==> src/rtl/rr_req_sequencer.sv <==
module rr_req_sequencer #(
  parameter int          NPORTS = 4,
  parameter int          AW     = 16,
  parameter int          STEP   = 4,
  parameter int          CW     = 16,
  parameter logic [15:0] SEED   = 16'hACE1,
  parameter int          PW     = (NPORTS > 1) ? $clog2(NPORTS) : 1
) (
  input  logic              clk,
  input  logic              rst_n,
  input  logic [6:0]        wr_pct,
  output logic [NPORTS-1:0] req_valid,
  input  logic [NPORTS-1:0] req_ready,
  output logic [AW-1:0]     req_addr,
  output logic              req_write,
  input  logic              cpl_valid,
  input  logic [PW-1:0]     cpl_port,
  input  logic [AW-1:0]     cpl_addr,
  output logic [CW-1:0]     sweep_count,
  output logic              err
);
  typedef enum logic {ST_IDLE = 1'b0, ST_PEND = 1'b1} st_t;

  st_t         state;
  logic        offered;
  logic        wr_q;
  logic [PW-1:0] idx;
  logic [AW-1:0] addr;
  logic [15:0] lfsr;
  logic [6:0]  rnd;
  logic        cpl_ok;
  logic        last_port;
  logic        offering;

  assign rnd       = 7'(lfsr % 16'd101);
  assign last_port = (idx == PW'(NPORTS - 1));
  assign cpl_ok    = cpl_valid && (state == ST_PEND) && (cpl_port == idx) && (cpl_addr == addr);
  assign offering  = (state == ST_IDLE) && offered;
  assign req_addr  = addr;
  assign req_write = wr_q;

  for (genvar p = 0; p < NPORTS; p++) begin : g_valid
    assign req_valid[p] = offering && (idx == PW'(p));
  end

  always_ff @(posedge clk or negedge rst_n) begin
    if (!rst_n) lfsr <= SEED;
    else        lfsr <= {1'b0, lfsr[15:1]} ^ (lfsr[0] ? 16'hB400 : 16'h0000);
  end

  always_ff @(posedge clk or negedge rst_n) begin
    if (!rst_n) begin
      state       <= ST_IDLE;
      offered     <= 1'b0;
      wr_q        <= 1'b0;
      idx         <= '0;
      addr        <= '0;
      sweep_count <= '0;
      err         <= 1'b0;
    end else begin
      if (state == ST_IDLE) begin
        if (!offered) begin
          offered <= 1'b1;
          wr_q    <= (rnd < wr_pct);
        end else if (req_ready[idx]) begin
          state   <= ST_PEND;
          offered <= 1'b0;
        end
      end
      if (cpl_valid) begin
        if (cpl_ok) begin
          state <= ST_IDLE;
          if (last_port) begin
            idx         <= '0;
            addr        <= addr + AW'(STEP);
            sweep_count <= sweep_count + 1'b1;
          end else begin
            idx <= idx + 1'b1;
          end
        end else begin
          err <= 1'b1;
        end
      end
    end
  end
endmodule


==> config.mk <==
export PLATFORM = sky130hd
export DESIGN_NAME = rr_req_sequencer
export DESIGN_NICKNAME = d
export VERILOG_FILES = /design/src/rtl/rr_req_sequencer.sv
export SDC_FILE = /design/constraint.sdc
export NUM_CORES = 1
export LEC_CHECK = 0
export BUFFER_PORTS_ARGS = -buffer_cell sky130_fd_sc_hd__buf_4
export CORE_MARGIN = 2
export CORE_UTILIZATION = 31
export DETAILED_ROUTE_END_ITERATION = 6
export HOLD_SLACK_MARGIN = 0.05
export PLACE_DENSITY = 0.48
export RECOVER_POWER = 50
export SYNTH_ARGS = -nofsm -noshare
export SYNTH_HDL_FRONTEND = slang
export SYNTH_SLANG_ARGS = --single-unit
==> constraint.sdc <==
create_clock -name clk -period 11 [get_ports clk]
set_input_delay 0.55 -clock clk [delete_from_list [all_inputs] [get_ports clk]]
set_output_delay 0.55 -clock clk [all_outputs]
set_load 0.01 [all_outputs]
==> flow_summary.yaml, run 1 <==
sta:
  skew_ps: 3.20
  finalWorstSetupSlack_ps: 715
  holdWs_ps: 474
  hold_viol: 0
  setup_viol: 0
  final_max_slew_viol_count: 53
  setup_tns_ps: 0
  relSlewSlack_pct: -80.7
  fin_crit_ps: 10290
  tightestPinTransition_ps: 2710
  clock.fmax_mhz: 97.2
  period_share_pct: 93.5
  rsz0062_at_grt: "false"
die:
  num_rows: 51
  die_x_um: 144
  ios: 70
  die_area_sq_mm: 0.0206
  core_sq_mm: 0.0193
  start_util_pct: 31.4
  die_height_um: 144
clock_network:
  cts.path.max_buffers: 2
  root_buffer: "clkbuf_16"
  cts_hold_buf: 0
  clk_latency_ps: 290
  cts_tree: "built"
  cts.clk_slew.worst_paths_ps: 70
  cts_sinks: 52
  cts_made_buffers: 5
  htree_levels: 2
power:
  cell_internal_pwr_uw: 308
  p_leak_nw: 2.97
  p_comb_share_pct: 5.1
  p_sw_uw: 77.1
  p_per_area_mw_per_mm2: 54.2
  seqPwrFrac_pct: 49.6
  p_clk_share_pct: 45.3
  p_sw_share_pct: 20.0
  fin_total_pwr_uw: 385
  vdd_ir_drop_max_mv: 0.0641
yosys:
  synth-edff-count: 0
  ys_seq_elements: 52
  yosys_most_used_dff: "dfrtp_1"
  ys_warn_count: 0
  syn_avg_cell_area_sq_um: 8.18
  yosys.area.top_type: "dfrtp_1"
  synthTopCellsByArea: "dfrtp_1 (18%), xnor2_1 (6.4%), xor2_1 (4.1%), a21oi_1 (3.5%), dfstp_2 (3.5%)"
  syn_inst: 739
  netlist_area_sq_mm: 0.00605
  synthDistinctLibCells: 103
  async_flop_share_pct: 100
  synth_top_area_share_pct: 18.2
  synth-seq-area-share_pct: 21.7
finish:
  fillers: 2031
  antennaDiodeCount: 0
  fin_cells: 1062
  post-route-cell-area_sq_mm: 0.00711
  nNetsFinal: 844
  synthToLayoutAreaGrowth_pct: 17.6
  utilization_pct: 36.9
  drive_gt1_share_pct: 21.8
detailed_routing:
  drt-total-wl_um: 16800
  antenna_left: 0
  vias: 5901
  vias_per_cell: 5.56
  drt_pre_antenna_iters: 5
  drc: 0
  drt_iter0_drc: 466
  post_drt_wl_per_cell_um: 15.8
critical_path:
  path_max_fanout: 14
  required_ps: 11230
  critical_path_class: "flip-flop to flip-flop"
  slowest_delay_ps: 680
  cp.arrival_ps: 10510
  slowest_stage: "dfstp_2"
  endpoint_kind: "flip-flop"
  worst_setup_path_start_kind: "flip-flop"
grt:
  grt.overflow.total: 0
  grt_max_degree: 53
  grt_pass1_vias: 5578
  grt_pass1_wl_um: 28000
  antenna_found_initial: 0
  grt_usage_pct: 16.2
placed_design:
  port_buffers: 67
  dpl_cell_area_sq_mm: 0.00674
  place.gp.congestion: 0.963
  dp_slack_ps: 144
  dp_cells: 1042
  hpwl_um: 12900
status:
  status: "finished with violations"
  violations: "capacitance limit, slew limit"
job:
  drv_cap: 1
min_path:
  holdCritPathClass: "flip-flop to flip-flop"
state kept, by name (all words and copies together), names as in the netlist:
signal	count
err	1
idx	2
lfsr	16
offered	1
req_addr	14
req_write	1
state	1
sweep_count	16
cells in the mapped netlist (4+ instances only):
cell,count
inv_1,30
or3_1,4
a221oi_1,6
nand4_1,13
xnor2_1,44
buf_2,12
o31ai_1,7
nor4_1,12
o2111ai_1,7
dfrtp_1,44
nor3_1,21
a21oi_1,42
or2_2,10
a21o_1,8
o22ai_1,4
a211oi_1,12
and2_1,13
buf_4,4
clkbuf_1,15
a31oi_1,6
xor2_1,28
mux2_2,8
o21bai_1,4
dfstp_2,8
a211oi_2,4
ha_1,16
o21ai_0,40
nand2b_1,6
nand2_1,52
and4_1,4
and3_1,14
o21a_1,14
o211ai_1,15
nand3_1,35
a211o_1,5
a311o_1,4
nor2b_1,5
mux2i_1,16
nor2_1,54
logic make-up after synthesis:
group	synth area share (%)
muxes	5.63
and+or+nand+nor	22.8
other	0.0620
DFF	21.7
adders and majority gates	3.99
xor gates and xnor gates	11.0
buffers and inverters	4.84
AOI/OAI and AO/OA	30.1
timing repair:
item,in CTS,in global routing
endpoints found under the setup margin,0,1
setup buffers,0,12
resized for setup,0,30
per-layer routing:
metal	share of wire [%]	vias to the layer above	GRT usage, %	wire, um
li1	-	2905	-	-
met1	49	2780	24.0	8300
met2	44	198	25.3	7460
met3	4.9	18	1.70	831
met4	1.3	0	3.56	218
met5	0	-	0	0
critical path: cells and delay by family, from the launching register on:
| kind | cells | cell delay (ps) |
|---|---|---|
| and+or+nand+nor | 10 | 1870 |
| muxes | 3 | 940 |
| xor gates and xnor gates | 2 | 340 |
| AOI/OAI and AO/OA | 23 | 5660 |
| DFF | 1 | 680 |
| adders and majority gates | 3 | 640 |
| buffers and inverters | 1 | 60 |
placed cells by master (no fill, tap or decap), drive strengths merged, types with 5 or more instances in the layout:
master	Yosys	layout
and3	15	15
a2111oi	5	5
nor3	23	23
nand2	52	52
xor2	29	29
o21a	15	15
a21oi	45	45
a31oi	8	8
mux2	11	11
buf	19	81
dfrtp	44	44
xnor2	45	45
o22ai	5	5
a221oi	7	7
clkbuf	15	7
o31ai	8	8
mux2i	17	17
a21o	8	8
o2111ai	7	7
nand3	36	36
o211ai	16	16
a211o	5	5
nand4	13	13
nor2	55	55
ha	16	16
and2	14	14
o21ai	46	46
nor2b	5	5
or2	11	11
a211oi	16	16
nand2b	6	6
dfstp	8	8
inv	30	30
nor4	13	13
power groups by stage:
stage / Sequential (mW) / Clock (mW) / Combinational (mW)
5_1_grt: 0.191 / 0.191 / 0.0223
6_report: 0.191 / 0.175 / 0.0195
2_1_floorplan: 0.195 / 0 / 0.00645
3_3_place_gp: 0.195 / 0 / 0.0199
4_1_cts: 0.191 / 0.181 / 0.0203
3_5_place_dp: 0.195 / 0 / 0.0203
cell type report:
| class | instances | area, sq um | share of cell area (%) |
|---|---|---|---|
| clock buffers | 5 | 125 | 1.76 |
| clock inverters | 3 | 42.5 | 0.598 |
| inverters | 30 | 113 | 1.58 |
| multi-input cells | 624 | 4570 | 64.3 |
| flip-flops and latches | 52 | 1310 | 18.5 |
| well taps | 265 | 332 | 4.66 |
| repair buffers | 83 | 616 | 8.66 |
path summary, 6_finish.rpt:
path / start / depth (start not counted) / to / slack [ps]
worst min register to register: sweep_count[15] / 1 / sweep_count[15] / 470
worst max-delay path: lfsr[15] / 42 / req_write / 710
max in group asynchronous: rst_n / 1 / lfsr[14] / 8160
min in group asynchronous: rst_n / 1 / sweep_count[1] / 1120
worst max register to register: lfsr[15] / 42 / req_write / 710
worst min-delay path: sweep_count[15] / 1 / sweep_count[15] / 470
Power figures use the tool's default switching activity.
==> run 2: changes to the inputs <==
--- a/config.mk
+++ b/config.mk
@@ -5,6 +5,7 @@
 export SDC_FILE = /design/constraint.sdc
 export NUM_CORES = 1
 export LEC_CHECK = 0
+export ABC_AREA = 1
 export BUFFER_PORTS_ARGS = -buffer_cell sky130_fd_sc_hd__buf_4
 export CORE_MARGIN = 2
 export CORE_UTILIZATION = 31
==> run 2 against run 1 <==
The run still ends with capacitance limit, slew limit left. Clock skew rose by 6.8 ps. Via count shrank 22%. Total power up 3.0%. Sequential power barely moved. Core utilization is 0.65 points higher. Clock power up 5%. Highest routed layer unchanged.
==> flow_summary.yaml, run 2 <==
critical_path:
  rrSetupSlack_ps: 2700
  cp_common_cell: "nand2_4"
  required_ps: 11240
  critical_path_class: "flip-flop to flip-flop"
  worst_r2r_path_depth: 71
  slowest_delay_ps: 610
  endpoint_kind: "flip-flop"
  path_max_fanout: 12
  cp.arrival_ps: 8540
  crit_buf_inv: 6
  reg2reg_from: "lfsr[10]"
  rr_endpoint: "req_write"
  worst_setup_path_start_kind: "flip-flop"
  critical_path.top_delay_family: "simple AND/OR/NAND/NOR gates"
  slowest_stage: "dfstp_1"
die:
  ios: 70
  num_rows: 46
  die_area_sq_mm: 0.0173
  start_util_pct: 31.8
  core_sq_mm: 0.0159
  die_height_um: 132
  die_x_um: 132
yosys:
  ys_seq_elements: 52
  netlist_area_sq_mm: 0.00506
  yosysMostFrequentCell: "nand2_1"
  async_flop_share_pct: 100
  yosys_most_used_dff: "dfrtp_1"
  synth-seq-area-share_pct: 25.9
  syn_avg_cell_area_sq_um: 6.98
  ys_warn_count: 0
  synth_common_cells: "nand2_1 (181), inv_1 (85), nand3_1 (81), xor2_1 (45), dfrtp_1 (44)"
  synthTopCellsByArea: "dfrtp_1 (22%), nand2_1 (13%), nand3_1 (8.0%), xor2_1 (7.8%), inv_1 (6.3%)"
  syn_inst: 724
  synth-edff-count: 0
  synthDistinctLibCells: 44
  yosys.area.top_type: "dfrtp_1"
  synth_top_area_share_pct: 21.8
power:
  p_clk_share_pct: 46.4
  p_comb_share_pct: 5.4
  p_leak_nw: 3.39
  p_sw_uw: 86.5
  p_sw_share_pct: 21.8
  vdd_ir_drop_max_mv: 0.0676
  fin_total_pwr_uw: 397
  p_per_area_mw_per_mm2: 66.5
  cell_internal_pwr_uw: 310
  seqPwrFrac_pct: 48.2
sta:
  setup_tns_ps: 0
  hold_viol: 0
  final_max_slew_viol_count: 53
  setup_viol: 0
  finalWorstSetupSlack_ps: 2700
  fin_crit_ps: 8300
  rsz0062_at_grt: "false"
  tightestPinTransition_ps: 2860
  holdWs_ps: 424
  relSlewSlack_pct: -90.4
  period_share_pct: 75.5
  clock.fmax_mhz: 120
  skew_ps: 10.0
detailed_routing:
  drt_iter0_drc: 113
  drt_pre_antenna_iters: 4
  post_drt_wl_per_cell_um: 11.3
  vias: 4584
  vias_per_cell: 4.53
  drt-total-wl_um: 11400
  drc: 0
  antenna_left: 0
finish:
  antennaDiodeCount: 0
  layout_common_cells: "nand2_1 (181), inv_1 (85), nand3_1 (81), buf_4 (64), xor2_1 (45)"
  drive_gt1_share_pct: 25.3
  fin_cells: 1012
  post-route-cell-area_sq_mm: 0.00596
  final_common_cell: "nand2_1"
  synthToLayoutAreaGrowth_pct: 17.9
  utilization_pct: 37.5
  nNetsFinal: 843
min_path:
  min_from: "lfsr[6]"
  min_path_cells: 0
  holdCritPathClass: "flip-flop to flip-flop"
  hold_path_end: "lfsr[5]"
job:
  drv_cap: 1
grt:
  grt_max_degree: 53
  antenna_found_initial: 0
  grt.overflow.total: 0
  grt_pass1_wl_um: 20000
  grt_pass1_vias: 4464
  grt_usage_pct: 13.4
clock_network:
  cts_sinks: 52
  cts.clk_slew.worst_paths_ps: 80
  cts_made_buffers: 5
  cts.path.max_buffers: 2
  clk_latency_ps: 300
  root_buffer: "clkbuf_16"
  htree_levels: 2
  post_cts_resized: 0
  cts_setup_buffers: 0
  cts_tree: "built"
  cts_hold_buf: 0
placed_design:
  port_buffers: 67
  dpl_cell_area_sq_mm: 0.00580
  dp_cells: 1004
  place.gp.congestion: 0.816
  dp_slack_ps: 2810
  hpwl_um: 9430
status:
  violations: "capacitance limit, slew limit"
  status: "finished with violations"
-- run 2: cell types whose count changed in the layout (fill, tap and decap cells not counted), sizes merged, moves of 25 or more --
cell	before	now
inv	30	110
a21oi	45	8
nand3	36	89
nand2	52	245
xnor2	45	20
o21ai	46	19
-- run 2: logic make-up after synthesis --
kind of cell / after synthesis / share of synthesized area [%]
and+or+nand+nor: 438 / 45.0
other: 1 / 0.0742
xor gates and xnor gates: 66 / 11.8
DFF: 52 / 25.9
muxes: 1 / 0.223
buffers and inverters: 115 / 8.88
AOI/OAI and AO/OA: 35 / 4.13
adders and majority gates: 16 / 3.96
-- run 2: power groups by stage --
stage                     clock (mW)  combinational (mW)  sequential [mW]
after global routing           0.202              0.0245            0.191
after global placement             0              0.0220            0.195
after floorplan                    0             0.00775            0.195
after CTS                      0.192              0.0224            0.191
final                          0.184              0.0216            0.191
after detailed placement           0              0.0223            0.195
-- run 2: final cells by class --
| cell class | count | area, sq um |
|---|---|---|
| Clock buffer | 5 | 125 |
| Clock inverter | 3 | 46.3 |
| Fill cell | 1693 | 9920 |
| Inverter | 111 | 419 |
| Multi-Input combinational cell | 558 | 3300 |
| Sequential cell | 52 | 1310 |
| Tap cell | 216 | 270 |
| Timing Repair Buffer | 67 | 492 |
-- run 2: worst reg2reg max path, delay by kind of cell, from the launching register on --
family                     cells  cell delay [ps]
and+or+nand+nor               55             5390
AOI/OAI and AO/OA              5              750
DFF                            1              610
adders and majority gates      3              640
buffers and inverters          6              430
xor gates and xnor gates       2              420
-- run 2: how the worst max path moves through the flow --
stage	from	end	slack, ps	depth (start not counted)
3_5_place_dp	lfsr[13]	req_write	2810	71
5_1_grt	lfsr[10]	req_write	1730	69
4_1_cts	lfsr[13]	req_write	2760	71
3_3_place_gp	lfsr[15]	req_write	2990	71
2_1_floorplan	lfsr[15]	req_write	3630	72
6_report	lfsr[10]	req_write	2700	71
-- run 2: per-layer routing --
layer | vias to the layer above | GRT usage, % | wire (um)
met5 | - | 0 | 0
met4 | 0 | 2.29 | 84
met3 | 6 | 2.31 | 407
met2 | 77 | 22.7 | 5310
met1 | 2076 | 18.1 | 5650
li1 | 2425 | - | -
==> run 3: changes to the inputs <==
--- a/config.mk
+++ b/config.mk
@@ -5,7 +5,7 @@
 export SDC_FILE = /design/constraint.sdc
 export NUM_CORES = 1
 export LEC_CHECK = 0
-export ABC_AREA = 1
+export ABC_AREA = 0
 export BUFFER_PORTS_ARGS = -buffer_cell sky130_fd_sc_hd__buf_4
 export CORE_MARGIN = 2
 export CORE_UTILIZATION = 31
==> constraint.sdc (replaced) <==
create_clock -name clk -period 8.3 [get_ports clk]
set_input_delay 0.415 -clock clk [delete_from_list [all_inputs] [get_ports clk]]
set_output_delay 0.415 -clock clk [all_outputs]
set_load 0.01 [all_outputs]
==> run 3 against run 2 <==
The flow finishes with violations (capacitance limit, slew limit, setup timing). Design area up 50%. Core utilization rose by 8.9 points. Via count is 46% higher. Wire length grew 69%. Clock-buffer cell count grew 1. Worst setup slack lost 3400 ps. Combinational power rose by 19%. Register-to-register slack got worse by 3400 ps. Sequential share of layout area decreased by 7.3 points. Total power is 36% higher. Global-route usage up 5.5 points.
==> flow_summary.yaml, run 3 (synthesis results as in run 1) <==
clock_network:
  htree_levels: 2
  clk_latency_ps: 290
  cts.path.max_buffers: 2
  cts_made_buffers: 5
  cts_sinks: 52
  cts_hold_buf: 0
  cts_tree: "built"
  cts.clk_slew.worst_paths_ps: 60
  root_buffer: "clkbuf_16"
grt:
  grt.overflow.total: 0
  antenna_found_initial: 0
  grt_usage_pct: 18.9
  grt_pass1_vias: 6721
  grt_pass1_wl_um: 32700
  grt_max_degree: 53
finish:
  final_common_cell: "buf_4"
  nNetsFinal: 1046
  antennaDiodeCount: 0
  layout_common_cells: "buf_4 (277), nor2_1 (51), nand2_1 (50), dfrtp_1 (43)"
  post-route-cell-area_sq_mm: 0.00896
  fin_cells: 1264
  drive_gt1_share_pct: 41.6
  synthToLayoutAreaGrowth_pct: 48.1
placed_design:
  hpwl_um: 15400
  place.gp.congestion: 0.949
  dp_slack_ps: -929
  dpl_cell_area_sq_mm: 0.00835
  port_buffers: 67
  dp_cells: 1243
die:
  core_sq_mm: 0.0193
  die_height_um: 144
  ios: 70
  die_area_sq_mm: 0.0206
  die_x_um: 144
  num_rows: 51
  start_util_pct: 31.4
detailed_routing:
  vias: 6694
  drt-total-wl_um: 19300
  vias_per_cell: 5.30
  drt_pre_antenna_iters: 5
  drt_iter0_drc: 455
  drc: 0
  post_drt_wl_per_cell_um: 15.3
  antenna_left: 0
sta:
  holdWs_ps: 407
  fin_crit_ps: 9000
  skew_ps: 4.05
  final_max_slew_viol_count: 53
  period_share_pct: 108
  rsz0062_at_grt: "true"
  clock.fmax_mhz: 111
  finalWorstSetupSlack_ps: -697
  setup_viol: 1
  tightestPinTransition_ps: 2640
  relSlewSlack_pct: -76.0
  hold_viol: 0
critical_path:
  critical_path_class: "flip-flop to flip-flop"
  slowest_stage: "dfrtp_1"
  required_ps: 8470
  path_max_fanout: 7
  endpoint_kind: "flip-flop"
  cp.arrival_ps: 9170
  worst_setup_path_start_kind: "flip-flop"
  slowest_delay_ps: 410
  cp_common_cell: "buf_4"
min_path:
  holdCritPathClass: "input port to flip-flop"
power:
  p_leak_nw: 4.04
  fin_total_pwr_uw: 538
  vdd_ir_drop_max_mv: 0.0949
  p_per_area_mw_per_mm2: 60.0
job:
  drv_cap: 1
status:
  status: "finished with violations"
  violations: "capacitance limit, slew limit, setup timing"
## run 3: layout make-up
class | count | area (sq um)
fill | 1910 | 10300
multi-input combinational | 624 | 4850
timing repair buffer | 285 | 2160
sequential | 52 | 1310
tap | 265 | 332
clock buffer | 6 | 129
inverter | 30 | 113
clock inverter | 2 | 60.1
## run 3: worst max-delay path: cells and delay by family (launching register included)
family / cells / cell delay, ps
AOI/OAI and AO/OA: 22 / 4480
and+or+nand+nor: 10 / 1460
muxes: 4 / 900
buffers and inverters: 5 / 700
adders and majority gates: 3 / 650
DFF: 1 / 410
xor gates and xnor gates: 2 / 260
## run 3: what timing repair did
action	in CTS	in global routing
pin swaps	26	8
setup endpoints to repair	1	1
setup buffers	13	0
resized for setup	56	12
## run 3: path summary, 6_finish.rpt
check | start | to | slack, ps | cells after the start
worst max-delay path | lfsr[9] | req_write | -700 | 46
worst min-delay path | cpl_valid | err | 410 | 3
min in group asynchronous | rst_n | sweep_count[8] | 950 | 1
worst min register to register | lfsr[9] | lfsr[8] | 440 | 0
max in group asynchronous | rst_n | lfsr[12] | 5650 | 1
worst max register to register | lfsr[9] | req_write | -700 | 46
## run 3: report_power, final
group	total, mW	leakage, nW	switching, mW	internal, mW
logic	0.0257	3.29	0.0124	0.0133
clock network	0.259	0.0911	0.0858	0.173
registers	0.254	0.664	0.0000356	0.254
total	0.538	4.04	0.0982	0.440
## run 3: routing by layer
| layer | GRT usage (%) | vias up | wire [um] |
|---|---|---|---|
| li1 | - | 3299 | - |
| met1 | 26.1 | 3206 | 9090 |
| met2 | 32.0 | 163 | 9120 |
| met3 | 1.87 | 26 | 786 |
| met4 | 3.92 | 0 | 299 |
| met5 | 0 | - | 0 |
## run 3: per-stage QoR
| step | setup TNS (ps) | utilization [%] |
|---|---|---|
| finish | -697 | 46.5 |
| global route | -1340 | 46.5 |
| CTS | -667 | 46.2 |
| detailed placement | -929 | 43.3 |
| global placement | -762 | 43.3 |
| floorplan | -615 | - |
